### config.mk
export PLATFORM = sky130hd
export DESIGN_NAME = bufpwm_timer
export DESIGN_NICKNAME = d
export VERILOG_FILES = /design/src/rtl/bufpwm_timer.sv
export SDC_FILE = /design/constraint.sdc
export NUM_CORES = 1
export LEC_CHECK = 0
export ABC_AREA = 1
export BUFFER_PORTS_ARGS = -buffer_cell sky130_fd_sc_hd__buf_2
export CORE_MARGIN = 10
export CORE_UTILIZATION = 62
export DETAILED_ROUTE_END_ITERATION = 16
export GPL_TIMING_DRIVEN = 0
export PLACE_DENSITY = 0.79
export SLEW_MARGIN = 5
export SYNTH_ARGS = -nofsm -noshare
export SYNTH_HDL_FRONTEND = slang
export SYNTH_SLANG_ARGS = --single-unit
export TNS_END_PERCENT = 10
### constraint.sdc
create_clock -name clk -period 2.1 [get_ports clk]
set_input_delay 0.42 -clock clk [delete_from_list [all_inputs] [get_ports clk]]
set_output_delay 0.42 -clock clk [all_outputs]
set_load 0.01 [all_outputs]
### src/rtl/bufpwm_timer.sv
module bufpwm_timer #(
  parameter int NCH = 5,
  parameter int CW  = 16,
  parameter int AW  = 8,
  parameter int DW  = 32
) (
  input  logic           clk,
  input  logic           rst_n,
  input  logic [NCH-1:0] tick,
  input  logic           wr_en,
  input  logic [AW-1:0]  addr,
  input  logic [DW-1:0]  wdata,
  output logic [DW-1:0]  rdata,
  output logic [NCH-2:0] pwm_out,
  output logic [NCH-1:0] expire
);

  function automatic int nib(input int n);
    return (n == 0) ? 0 : 4 * (n + 1);
  endfunction

  function automatic int arbit(input int n);
    return nib(n) + ((n == NCH - 1) ? 2 : 3);
  endfunction

  function automatic logic [DW-1:0] ctrl_mask();
    logic [DW-1:0] m;
    m = '0;
    for (int n = 0; n < NCH; n++) begin
      m[nib(n)]     = 1'b1;
      m[nib(n) + 1] = 1'b1;
      m[arbit(n)]   = 1'b1;
      if (n < NCH - 1) m[nib(n) + 2] = 1'b1;
    end
    return m;
  endfunction

  localparam logic [DW-1:0] CMASK     = ctrl_mask();
  localparam logic [AW-1:0] CTRL_ADDR = AW'(8);

  logic [DW-1:0] ctrl_q;
  logic [CW-1:0] cntb_v [NCH];
  logic [CW-1:0] cmpb_v [NCH];
  logic [CW-1:0] cnt_v  [NCH];
  logic [CW-1:0] cmp_v  [NCH];
  logic [NCH-1:0] done_v;

  always_ff @(posedge clk or negedge rst_n)
    if (!rst_n) ctrl_q <= '0;
    else if (wr_en && addr == CTRL_ADDR) ctrl_q <= wdata & CMASK;

  for (genvar ch = 0; ch < NCH; ch++) begin : g_ch
    localparam int P = nib(ch);
    localparam int A = arbit(ch);
    localparam logic [AW-1:0] CB = AW'(12 + 12 * ch);
    localparam logic [AW-1:0] MB = AW'(16 + 12 * ch);

    logic [CW-1:0] cb, mb, cnt, cmp;
    logic dn, ex, st, mu, ar;

    assign st = ctrl_q[P];
    assign mu = ctrl_q[P + 1];
    assign ar = ctrl_q[A];

    always_ff @(posedge clk or negedge rst_n)
      if (!rst_n) begin
        cb <= '0;
        mb <= '0;
      end else if (wr_en) begin
        if (addr == CB) cb <= wdata[CW-1:0];
        if (addr == MB) mb <= wdata[CW-1:0];
      end

    always_ff @(posedge clk or negedge rst_n)
      if (!rst_n) begin
        cnt <= '0;
        cmp <= '0;
        dn  <= 1'b0;
        ex  <= 1'b0;
      end else begin
        ex <= 1'b0;
        if (mu) begin
          cnt <= cb;
          cmp <= mb;
          dn  <= 1'b0;
        end else if (st && !dn && tick[ch]) begin
          if (cnt == '0) begin
            ex <= 1'b1;
            if (ar) begin
              cnt <= cb;
              cmp <= mb;
            end else begin
              dn <= 1'b1;
            end
          end else begin
            cnt <= cnt - 1'b1;
          end
        end
      end

    assign cntb_v[ch] = cb;
    assign cmpb_v[ch] = mb;
    assign cnt_v[ch]  = cnt;
    assign cmp_v[ch]  = cmp;
    assign done_v[ch] = dn;
    assign expire[ch] = ex;

    if (ch < NCH - 1) begin : g_out
      logic hi;
      assign hi = (cmp != '1) && (cnt <= cmp);
      assign pwm_out[ch] = (st & ~dn & hi) ^ ctrl_q[P + 2];
    end
  end

  always_comb begin
    rdata = '0;
    if (addr == CTRL_ADDR) rdata = ctrl_q;
    for (int i = 0; i < NCH; i++) begin
      if (addr == AW'(12 + 12 * i)) rdata = DW'(cntb_v[i]);
      if (addr == AW'(16 + 12 * i)) rdata = DW'(cmpb_v[i]);
    end
  end

endmodule


==> results of run 1 <==
==> per-stage QoR <==
stage	hold slack, ns	setup slack, ns
floorplan	0.124	0.184
global placement	0.463	-5.61
detailed placement	0.460	-0.527
CTS	0.0924	-0.483
global route	0.105	-0.635
finish	0.0984	-0.549
==> cell usage after synthesis, types with 4 or more instances <==
master,number
a21oi_1,89
nor2_1,259
buf_2,43
o211ai_1,16
xnor2_1,12
buf_6,7
o21ai_0,210
o21ai_2,14
buf_4,18
nand3_2,4
nor2_2,12
inv_2,17
nor4_1,16
clkbuf_1,42
or2_2,4
nand3_1,111
a21oi_2,7
nor3_1,27
ha_1,74
nand2_1,639
inv_1,217
nand3b_1,4
a31oi_1,5
nand4_1,45
o22ai_1,7
nand2_2,10
o21ai_1,83
xor2_1,30
dfrtp_1,333
==> path summary, 6_finish.rpt <==
| kind | start | endpoint | slack [ns] | cells past startpoint |
|---|---|---|---|---|
| max in group asynchronous | rst_n | g_ch[1].mb[8] | 0.47 | 3 |
| setup reg to reg | g_ch[0].cnt[0] | g_ch[0].cnt[9] | -0.17 | 13 |
| min in group asynchronous | rst_n | g_ch[0].cnt[3] | 0.55 | 2 |
| setup / recovery | g_ch[2].cnt[15] | pwm_out[2] | -0.55 | 10 |
| hold / removal | wdata[16] | ctrl_q[16] | 0.1 | 2 |
| hold reg to reg | ctrl_q[22] | g_ch[4].dn | 0.48 | 1 |
==> logic make-up (layout without fill, tap and decap cells) <==
logic type      count (synthesis)  in the layout  share of synthesized area
buf+inv                       345            604                     0.0800
other cells                     1             10                   0.000204
mux                             2              2                    0.00123
simple gates                 1145           1145                      0.264
compound gates                441            441                      0.131
fa+ha+maj                      74             74                     0.0504
xor+xnor                       42             42                     0.0200
flops                         333            333                      0.454
==> power by group through the flow <==
stage                     Combinational (mW)  Sequential, mW  Clock (mW)
after floorplan                         3.90            7.78           0
after global placement                  4.87            8.09           0
after detailed placement                5.07            8.11           0
after CTS                               5.95            7.90        7.22
after global routing                    7.52            8.03        7.50
final                                   6.83            7.98        7.25
==> state kept, by name, summed over array words and instances, names as in the netlist <==
register,flops
g_ch.dn,5
ctrl_q,19
g_ch.cmp,64
g_ch.mb,80
g_ch.ex,5
g_ch.cnt,80
g_ch.cb,80
==> layer usage <==
metal | wire length, microns | vias to the layer above
li1 | - | 8247
met1 | 25500 | 8879
met2 | 29200 | 1179
met3 | 7030 | 275
met4 | 3330 | 0
met5 | 0 | -
==> worst reg2reg max path: stages, from the launching register on <==
cell and delay, ns:
dfrtp_1 0.40, inv_2 0.15, buf_4 0.13, ha_1 0.16, nand3_1 0.10, nor2_2 0.14, nand4_1 0.25, nand2_4 0.21
inv_2 0.07, buf_4 0.18, nor2_1 0.11, nor2_1 0.06, o21ai_0 0.09, nand2_1 0.09
==> cell type report <==
cell class | count | area, sq um | share of cell area
Sequential cell | 333 | 8390 | 0.363
Multi-Input combinational cell | 1713 | 9770 | 0.423
Clock inverter | 19 | 300 | 0.0130
Tap cell | 384 | 480 | 0.0208
Antenna cell | 1 | 2.50 | 0.000108
Buffer | 111 | 677 | 0.0293
Inverter | 234 | 933 | 0.0404
Timing Repair Buffer | 191 | 1500 | 0.0648
Clock buffer | 49 | 1050 | 0.0455
==> timing repair <==
item	CTS	global route
hold endpoints to repair	65	0
buffers inserted	40	75
hold buffers	1	0
endpoints found under the setup margin	36	137
gates resized for setup	113	325
cloned	0	3
pin swaps	25	89
==> results.yml, run 1 <==
logic_synthesis:
  syn_area_sq_um: 18400
  synth_top_area_frac: 0.454
  synth_top_area_cell: "dfrtp_1"
  yosysUniqueCellTypes: 48
  netlist_top_cells_area: "dfrtp_1 (45%), nand2_1 (13%), o21ai_0 (5.7%)"
  synth_seq_cells: 333
  synth_ff_type: "dfrtp_1"
  yosys_warnings: 0
  async_reset_ff_frac: 1.00
  synthCells: 2383
  synth_edf_count: 0
  ys_seq_area_frac: 0.454
  avgSynthCellArea_sq_um: 7.71
final_layout:
  final-instance-count-excl-fill: 3035
  area_delta_synth_final_pct: 25.8
  final_common_cell: "nand2_1"
  final_area_sq_um: 23100
  fillers: 1879
  fin_util: 0.798
  layout_common_cells: "nand2_1 (593), dfrtp_1 (291), nor2_1 (220)"
  drive_above_1_share: 0.249
  fin_nets: 2744
grt:
  grt_max_degree: 123
  busiest_layer: "met2"
  use_met1: 0.452
  use_met3: 0.0564
  grt_usage: 0.324
  antenna_found_initial: 0
  grt.overflow.total: 0
  grt_pass1_vias: 16658
  grt_use_met2: 0.498
  grt_pass1_wl_microns: 93700
power_and_ir_drop:
  p_per_area_nw_per_um2: 955
  comb_power_share: 0.310
  p_clk_frac: 0.329
  p_int_mw: 14.3
  max-vdd-ir-drop_uv: 1090
  p_leak_nw: 11.3
  totalPowerFinal_mw: 22.1
  pwr-share-seq: 0.362
  p_sw_mw: 7.81
  power.share.switching: 0.354
timing:
  hold_viol_final: 0
  max_slew_margin: 0.288
  tightest_slew_ns: 1.07
  slew_viol_final: 0
  setup_viol_count_final: 48
  period_needed_ns: 2.65
  finalWorstSetupSlack_ns: -0.549
  fmax_mhz: 377
  setup_tns_ns: -9.05
  rsz0062_at_grt: "true"
  period_share: 1.26
  fin_skew_ns: 0.0297
floorplanning:
  dieArea_sq_um: 36900
  die_width_microns: 192
  core-area_sq_um: 28900
  start_util: 0.635
  row_count: 62
  io-pin-count: 89
  die_h_microns: 192
flow_run:
  cap_viol_max_count: 0
routing:
  avgRoutedWirePerCell_microns: 21.4
  drtAntennaViolNets: 0
  drt-vias-per-instance: 6.12
  drt-total-wl_microns: 65000
  via_count: 18580
  drt_iter0_drc: 2506
  dr.pass1.iters: 5
  drcViolationCount: 0
placement:
  placed_cell_area_sq_um: 19300
  io_buffers: 70
  hpwl_microns: 42600
  dp_cells: 2847
  gp_congestion: 0.986
worst_setup_path:
  crit_top_cell: "nand2_1"
  cp_cell_sequence: "ha_1, nand2_1, o21ai_0, a21oi_1, nand2_1, nand2_1, nand2_1, nand2_1, nand2_1, buf_6"
  crit_type: "reg2out"
  end_kind: "primary output"
  cp-start-kind: "register"
  worst-path-buf-inv: 1
  crit_required_ns: 1.68
  max_stage_delay_ns: 0.44
  crit_arrival_ns: 2.23
  critPathTopFamily: "simple AND/OR/NAND/NOR gates"
  crit_path_top_delay_cell: "dfrtp_1"
  path_max_fanout: 3
cts:
  cts_buffer_depth: 3
  cts_max_level: 2
  cts_tree: "done"
  cts_buffers: 38
  clock_sinks: 333
  root_buffer: "clkbuf_16"
  cts.clk_slew.worst_paths_ns: 0.06
  clkLatencyLatePin_ns: 0.55
outcome:
  violations: "setup timing"
  outcome: "finished, violations left"
min_path:
  hold_class: "in2reg"
(Power assumes the default switching activity.)
==> run 2, diff against run 1 <==
==> constraint.sdc (replaced) <==
create_clock -name clk -period 2.1 [get_ports clk]
set_input_delay 0.315 -clock clk [delete_from_list [all_inputs] [get_ports clk]]
set_output_delay 0.315 -clock clk [all_outputs]
set_load 0.01 [all_outputs]
==> results.yml, run 2 (synthesis results as in run 1) <==
worst_setup_path:
  end_kind: "primary output"
  cp-start-kind: "register"
  worst-path-buf-inv: 1
  crit_required_ns: 1.78
  critPathTopFamily: "flip-flops"
  reg2reg_slack_ns: -0.18
  r2r_cells: 13
  max_stage_delay_ns: 0.44
  r2r-end: "g_ch[0].cnt[9]"
  path_max_fanout: 3
  crit_arrival_ns: 2.21
  crit_path_top_delay_cell: "dfrtp_1"
  r2r_start: "g_ch[0].cnt[0]"
  crit_type: "reg2out"
  crit_top_cell: "nand2_1"
  cp_cell_sequence: "ha_1, a21oi_1, o21ai_0, a21oi_1, nand2_1, nand2_1, nand2_1, nand2_1, nand2_1, buf_6"
timing:
  rsz0062_at_grt: "true"
  hold_viol_final: 0
  setup_viol_count_final: 50
  slew_viol_final: 0
  max_slew_margin: 0.322
  finalWorstSetupSlack_ns: -0.428
  fin_skew_ns: 0.0306
  period_share: 1.20
  period_needed_ns: 2.53
  tightest_slew_ns: 1.02
  setup_tns_ns: -6.95
  fmax_mhz: 395
placement:
  dp_cells: 2847
  placed_cell_area_sq_um: 19300
  gp_congestion: 0.986
  io_buffers: 70
  hpwl_microns: 42600
final_layout:
  fillers: 1945
  area_delta_synth_final_pct: 24.5
  final_area_sq_um: 22900
  fin_util: 0.790
  final-instance-count-excl-fill: 3029
  layout_common_cells: "nand2_1 (600), dfrtp_1 (289), nor2_1 (224)"
  fin_nets: 2739
  drive_above_1_share: 0.242
  top_regs: "g_ch.cb: 80 flops, g_ch.cnt: 80 flops, g_ch.mb: 80 flops"
  final_common_cell: "nand2_1"
  n_antenna_cell: 0
cts:
  cts_max_level: 2
  cts_buffers: 38
  root_buffer: "clkbuf_16"
  cts_buffer_depth: 3
  clkLatencyLatePin_ns: 0.56
  cts_tree: "done"
  clock_sinks: 333
  cts.clk_slew.worst_paths_ns: 0.06
min_path:
  min-delay-start: "wdata[22]"
  hold_end: "ctrl_q[22]"
  hold_class: "in2reg"
  hold_path_depth: 3
floorplanning:
  row_count: 62
  dieArea_sq_um: 36900
  io-pin-count: 89
  die_width_microns: 192
  die_h_microns: 192
  start_util: 0.635
  core-area_sq_um: 28900
power_and_ir_drop:
  p_per_area_nw_per_um2: 964
  totalPowerFinal_mw: 22.0
  p_leak_nw: 11.2
  max-vdd-ir-drop_uv: 1070
flow_run:
  cap_viol_max_count: 0
routing:
  drt-total-wl_microns: 64600
  drtAntennaViolNets: 0
  avgRoutedWirePerCell_microns: 21.3
  dr.pass1.iters: 6
  drt-vias-per-instance: 6.13
  drt_iter0_drc: 2516
  drcViolationCount: 0
  via_count: 18555
grt:
  grt_pass1_wl_microns: 93600
  grt.overflow.total: 0
  antenna_found_initial: 1
  grt_max_degree: 123
  grt_pass1_vias: 16668
  grt_usage: 0.323
outcome:
  outcome: "finished, violations left"
  violations: "setup timing"
run 2: cell types whose count changed in the layout (fill, tap and decap cells not counted), sizes merged:
cell / change
buf: -7
clkbuf: +1
diode: -1
dlygate4sd3: +1
run 2: worst min-delay path, stage by stage:
cell	delay (ns)
buf_2	0.07
nor2_1	0.03
a21oi_1	0.10
run 2: power breakdown:
group | switching (mW) | internal [mW]
Clock | 2.84 | 4.42
Combinational | 4.13 | 2.69
Sequential | 0.830 | 7.15
Total | 7.79 | 14.3
run 2: repair_timing:
action / in CTS / in global routing
setup endpoints to repair: 34 / 137
gates resized for setup: 114 / 276
hold buffers: 2 / 0
setup buffers: 40 / 70
endpoints found under the hold margin: 102 / 0
gates cloned: 0 / 2
pin swaps: 25 / 74
run 2: layer usage:
layer	vias up	GRT usage	routed length (microns)
met2	1238	0.496	29000
met3	233	0.0580	7180
met5	-	0	12
li1	8244	-	-
met4	2	0.120	3050
met1	8838	0.450	25300
run 2: cell type report:
| cell class | count | area, sq um | share of cell area |
|---|---|---|---|
| flip-flops and latches | 333 | 8390 | 0.367 |
| repair buffers | 186 | 1430 | 0.0624 |
| multi-input cells | 1713 | 9620 | 0.420 |
| well taps | 384 | 480 | 0.0210 |
| clock buffers | 49 | 1050 | 0.0460 |
| plain buffers | 111 | 669 | 0.0293 |
| inverters | 234 | 933 | 0.0408 |
| clock inverters | 19 | 300 | 0.0131 |
run 2: stage by stage:
stage	hold WS, ns	setup slack [ns]
floorplan	0.0194	0.289
global placement	0.463	-5.51
detailed placement	0.445	-0.317
CTS	0.00176	-0.378
global route	0.0187	-0.551
finish	0.00449	-0.428
run 2: how the worst max path moves through the flow:
stage,slack [ns],from,endpoint,cells past startpoint
after CTS,-0.38,g_ch[0].cnt[13],pwm_out[0],10
after global routing,-0.55,g_ch[2].cnt[15],pwm_out[2],10
after detailed placement,-0.32,addr[0],rdata[15],11
after floorplan,0.29,g_ch[3].cnt[15],pwm_out[3],9
final,-0.43,g_ch[2].cnt[15],pwm_out[2],10
after global placement,-5.51,rst_n,g_ch[4].cnt[11],1
==> run 3, diff against run 2 <==
--- a/config.mk
+++ b/config.mk
@@ -6,7 +6,7 @@
 export NUM_CORES = 1
 export LEC_CHECK = 0
 export ABC_AREA = 1
-export BUFFER_PORTS_ARGS = -buffer_cell sky130_fd_sc_hd__buf_2
+export BUFFER_PORTS_ARGS = -buffer_cell sky130_fd_sc_hd__buf_4
 export CORE_MARGIN = 10
 export CORE_UTILIZATION = 62
 export DETAILED_ROUTE_END_ITERATION = 16
==> results.yml, run 3 (synthesis results as in run 1) <==
worst_setup_path:
  end_kind: "primary output"
  crit_top_cell: "nand2_1"
  cp-start-kind: "register"
  max_stage_delay_ns: 0.42
  crit_required_ns: 1.78
  crit_path_top_delay_cell: "dfrtp_1"
  cp_cell_sequence: "ha_4, a21oi_1, o21ai_0, a21oi_1, nand2_1, nand2_2, nand2_1, nand2_1, nand2_2, buf_6"
  crit_type: "reg2out"
  critPathTopFamily: "compound AO/OA/AOI/OAI gates"
  worst-path-buf-inv: 1
  crit_arrival_ns: 2.24
  path_max_fanout: 2
power_and_ir_drop:
  max-vdd-ir-drop_uv: 981
  p_per_area_nw_per_um2: 943
  p_leak_nw: 11.0
  totalPowerFinal_mw: 21.4
timing:
  slew_viol_final: 0
  max_slew_margin: 0.222
  setup_viol_count_final: 23
  tightest_slew_ns: 1.17
  finalWorstSetupSlack_ns: -0.452
  holdWs_ns: 0.00571
  period_needed_ns: 2.55
  rsz0062_at_grt: "true"
  hold_viol_final: 0
  period_share: 1.22
  fmax_mhz: 392
  fin_skew_ns: 0.0326
placement:
  hpwl_microns: 42700
  gp_congestion: 1.06
  place_ws_ns: -0.335
  dp_cells: 2847
  io_buffers: 70
routing:
  dr.pass1.iters: 9
  drt_iter0_drc: 2680
  drtAntennaViolNets: 0
  drt-total-wl_microns: 63400
  drcViolationCount: 0
  avgRoutedWirePerCell_microns: 21.1
  via_count: 18230
  drt-vias-per-instance: 6.06
final_layout:
  area_delta_synth_final_pct: 23.7
  drive_above_1_share: 0.236
  fin_util: 0.785
  n_antenna_cell: 0
  layout_common_cells: "nand2_1 (596), dfrtp_1 (292), nor2_1 (227)"
  fillers: 2029
  final-instance-count-excl-fill: 3010
  top_regs: "g_ch.cb: 80 flops, g_ch.cnt: 80 flops, g_ch.mb: 80 flops"
  final_common_cell: "nand2_1"
  fin_nets: 2724
floorplanning:
  die_h_microns: 192
  die_width_microns: 192
  dieArea_sq_um: 36900
  start_util: 0.635
  core-area_sq_um: 28900
  io-pin-count: 89
  row_count: 62
flow_run:
  cap_viol_max_count: 0
cts:
  root_buffer: "clkbuf_16"
  clock_sinks: 333
  clkLatencyLatePin_ns: 0.55
  cts_buffers: 38
  cts_max_level: 2
  cts.clk_slew.worst_paths_ns: 0.06
  cts_tree: "done"
  cts_buffer_depth: 3
grt:
  grt_usage: 0.326
  antenna_found_initial: 0
  grt.overflow.total: 0
  grt_max_degree: 121
  grt_pass1_wl_microns: 94300
  grt_pass1_vias: 16887
outcome:
  violations: "setup timing"
  outcome: "finished, violations left"
min_path:
  hold_class: "in2reg"
-- run 3: layer usage --
metal	part of all wire	wire length [microns]	track usage
met2	0.45	28600	0.501
met5	0	0	0
met3	0.11	6950	0.0573
met1	0.39	24700	0.448
met4	0.049	3130	0.134
-- run 3: path summary, 6_finish.rpt --
kind                       slack, ns               to            start  cells past startpoint
max                            -0.45       pwm_out[2]  g_ch[2].cnt[11]                     10
min                            0.006       ctrl_q[16]        wdata[16]                      2
max reg2reg                    -0.01   g_ch[3].cnt[8]  g_ch[3].cnt[11]                     10
min reg2reg                     0.48       g_ch[4].dn       ctrl_q[22]                      1
max in group asynchronous       0.52  g_ch[2].cmp[13]            rst_n                      3
min in group asynchronous       0.46   g_ch[0].cnt[1]            rst_n                      2
-- run 3: timing repair --
action | in CTS | in global routing
gates resized for setup | 132 | 214
gates cloned | 0 | 1
pin swaps | 21 | 68
hold buffers | 1 | 0
setup endpoints to repair | 32 | 117
setup buffers | 43 | 55
endpoints found under the hold margin | 106 | 0
-- run 3: area by class of cell --
| cell class | count | area (sq um) | area share |
|---|---|---|---|
| Multi-Input combinational cell | 1713 | 9660 | 0.425 |
| Sequential cell | 333 | 8380 | 0.369 |
| Timing Repair Buffer | 172 | 1410 | 0.0619 |
| Clock buffer | 49 | 1010 | 0.0446 |
| Inverter | 234 | 898 | 0.0395 |
| Buffer | 110 | 673 | 0.0296 |
| Tap cell | 384 | 480 | 0.0212 |
| Clock inverter | 15 | 198 | 0.00870 |
-- run 3: worst reg2reg max path: stages, from the launching register on --
cell and delay (ns):
dfrtp_2 0.45, buf_4 0.17, nor2_4 0.14, nand2_1 0.10, nor4_4 0.20, nand2_2 0.14
o21ai_4 0.33, inv_4 0.11, buf_6 0.17, o211ai_1 0.10, nand2_1 0.08
-- run 3: stage by stage --
stage	cell area, sq um	setup TNS, ns
floorplan	18400	0
global placement	19400	-763.59
detailed placement	19500	-5.50
CTS	21500	-3.55
global route	22700	-7.89
finish	22700	-4.35
-- run 3: report_power, final --
part	switching, mW	total [mW]	leakage [nW]	internal (mW)
Combinational	4.07	6.80	6.11	2.73
Clock	2.74	6.64	0.597	3.90
Sequential	0.835	7.98	4.30	7.15
Total	7.64	21.4	11.0	13.8
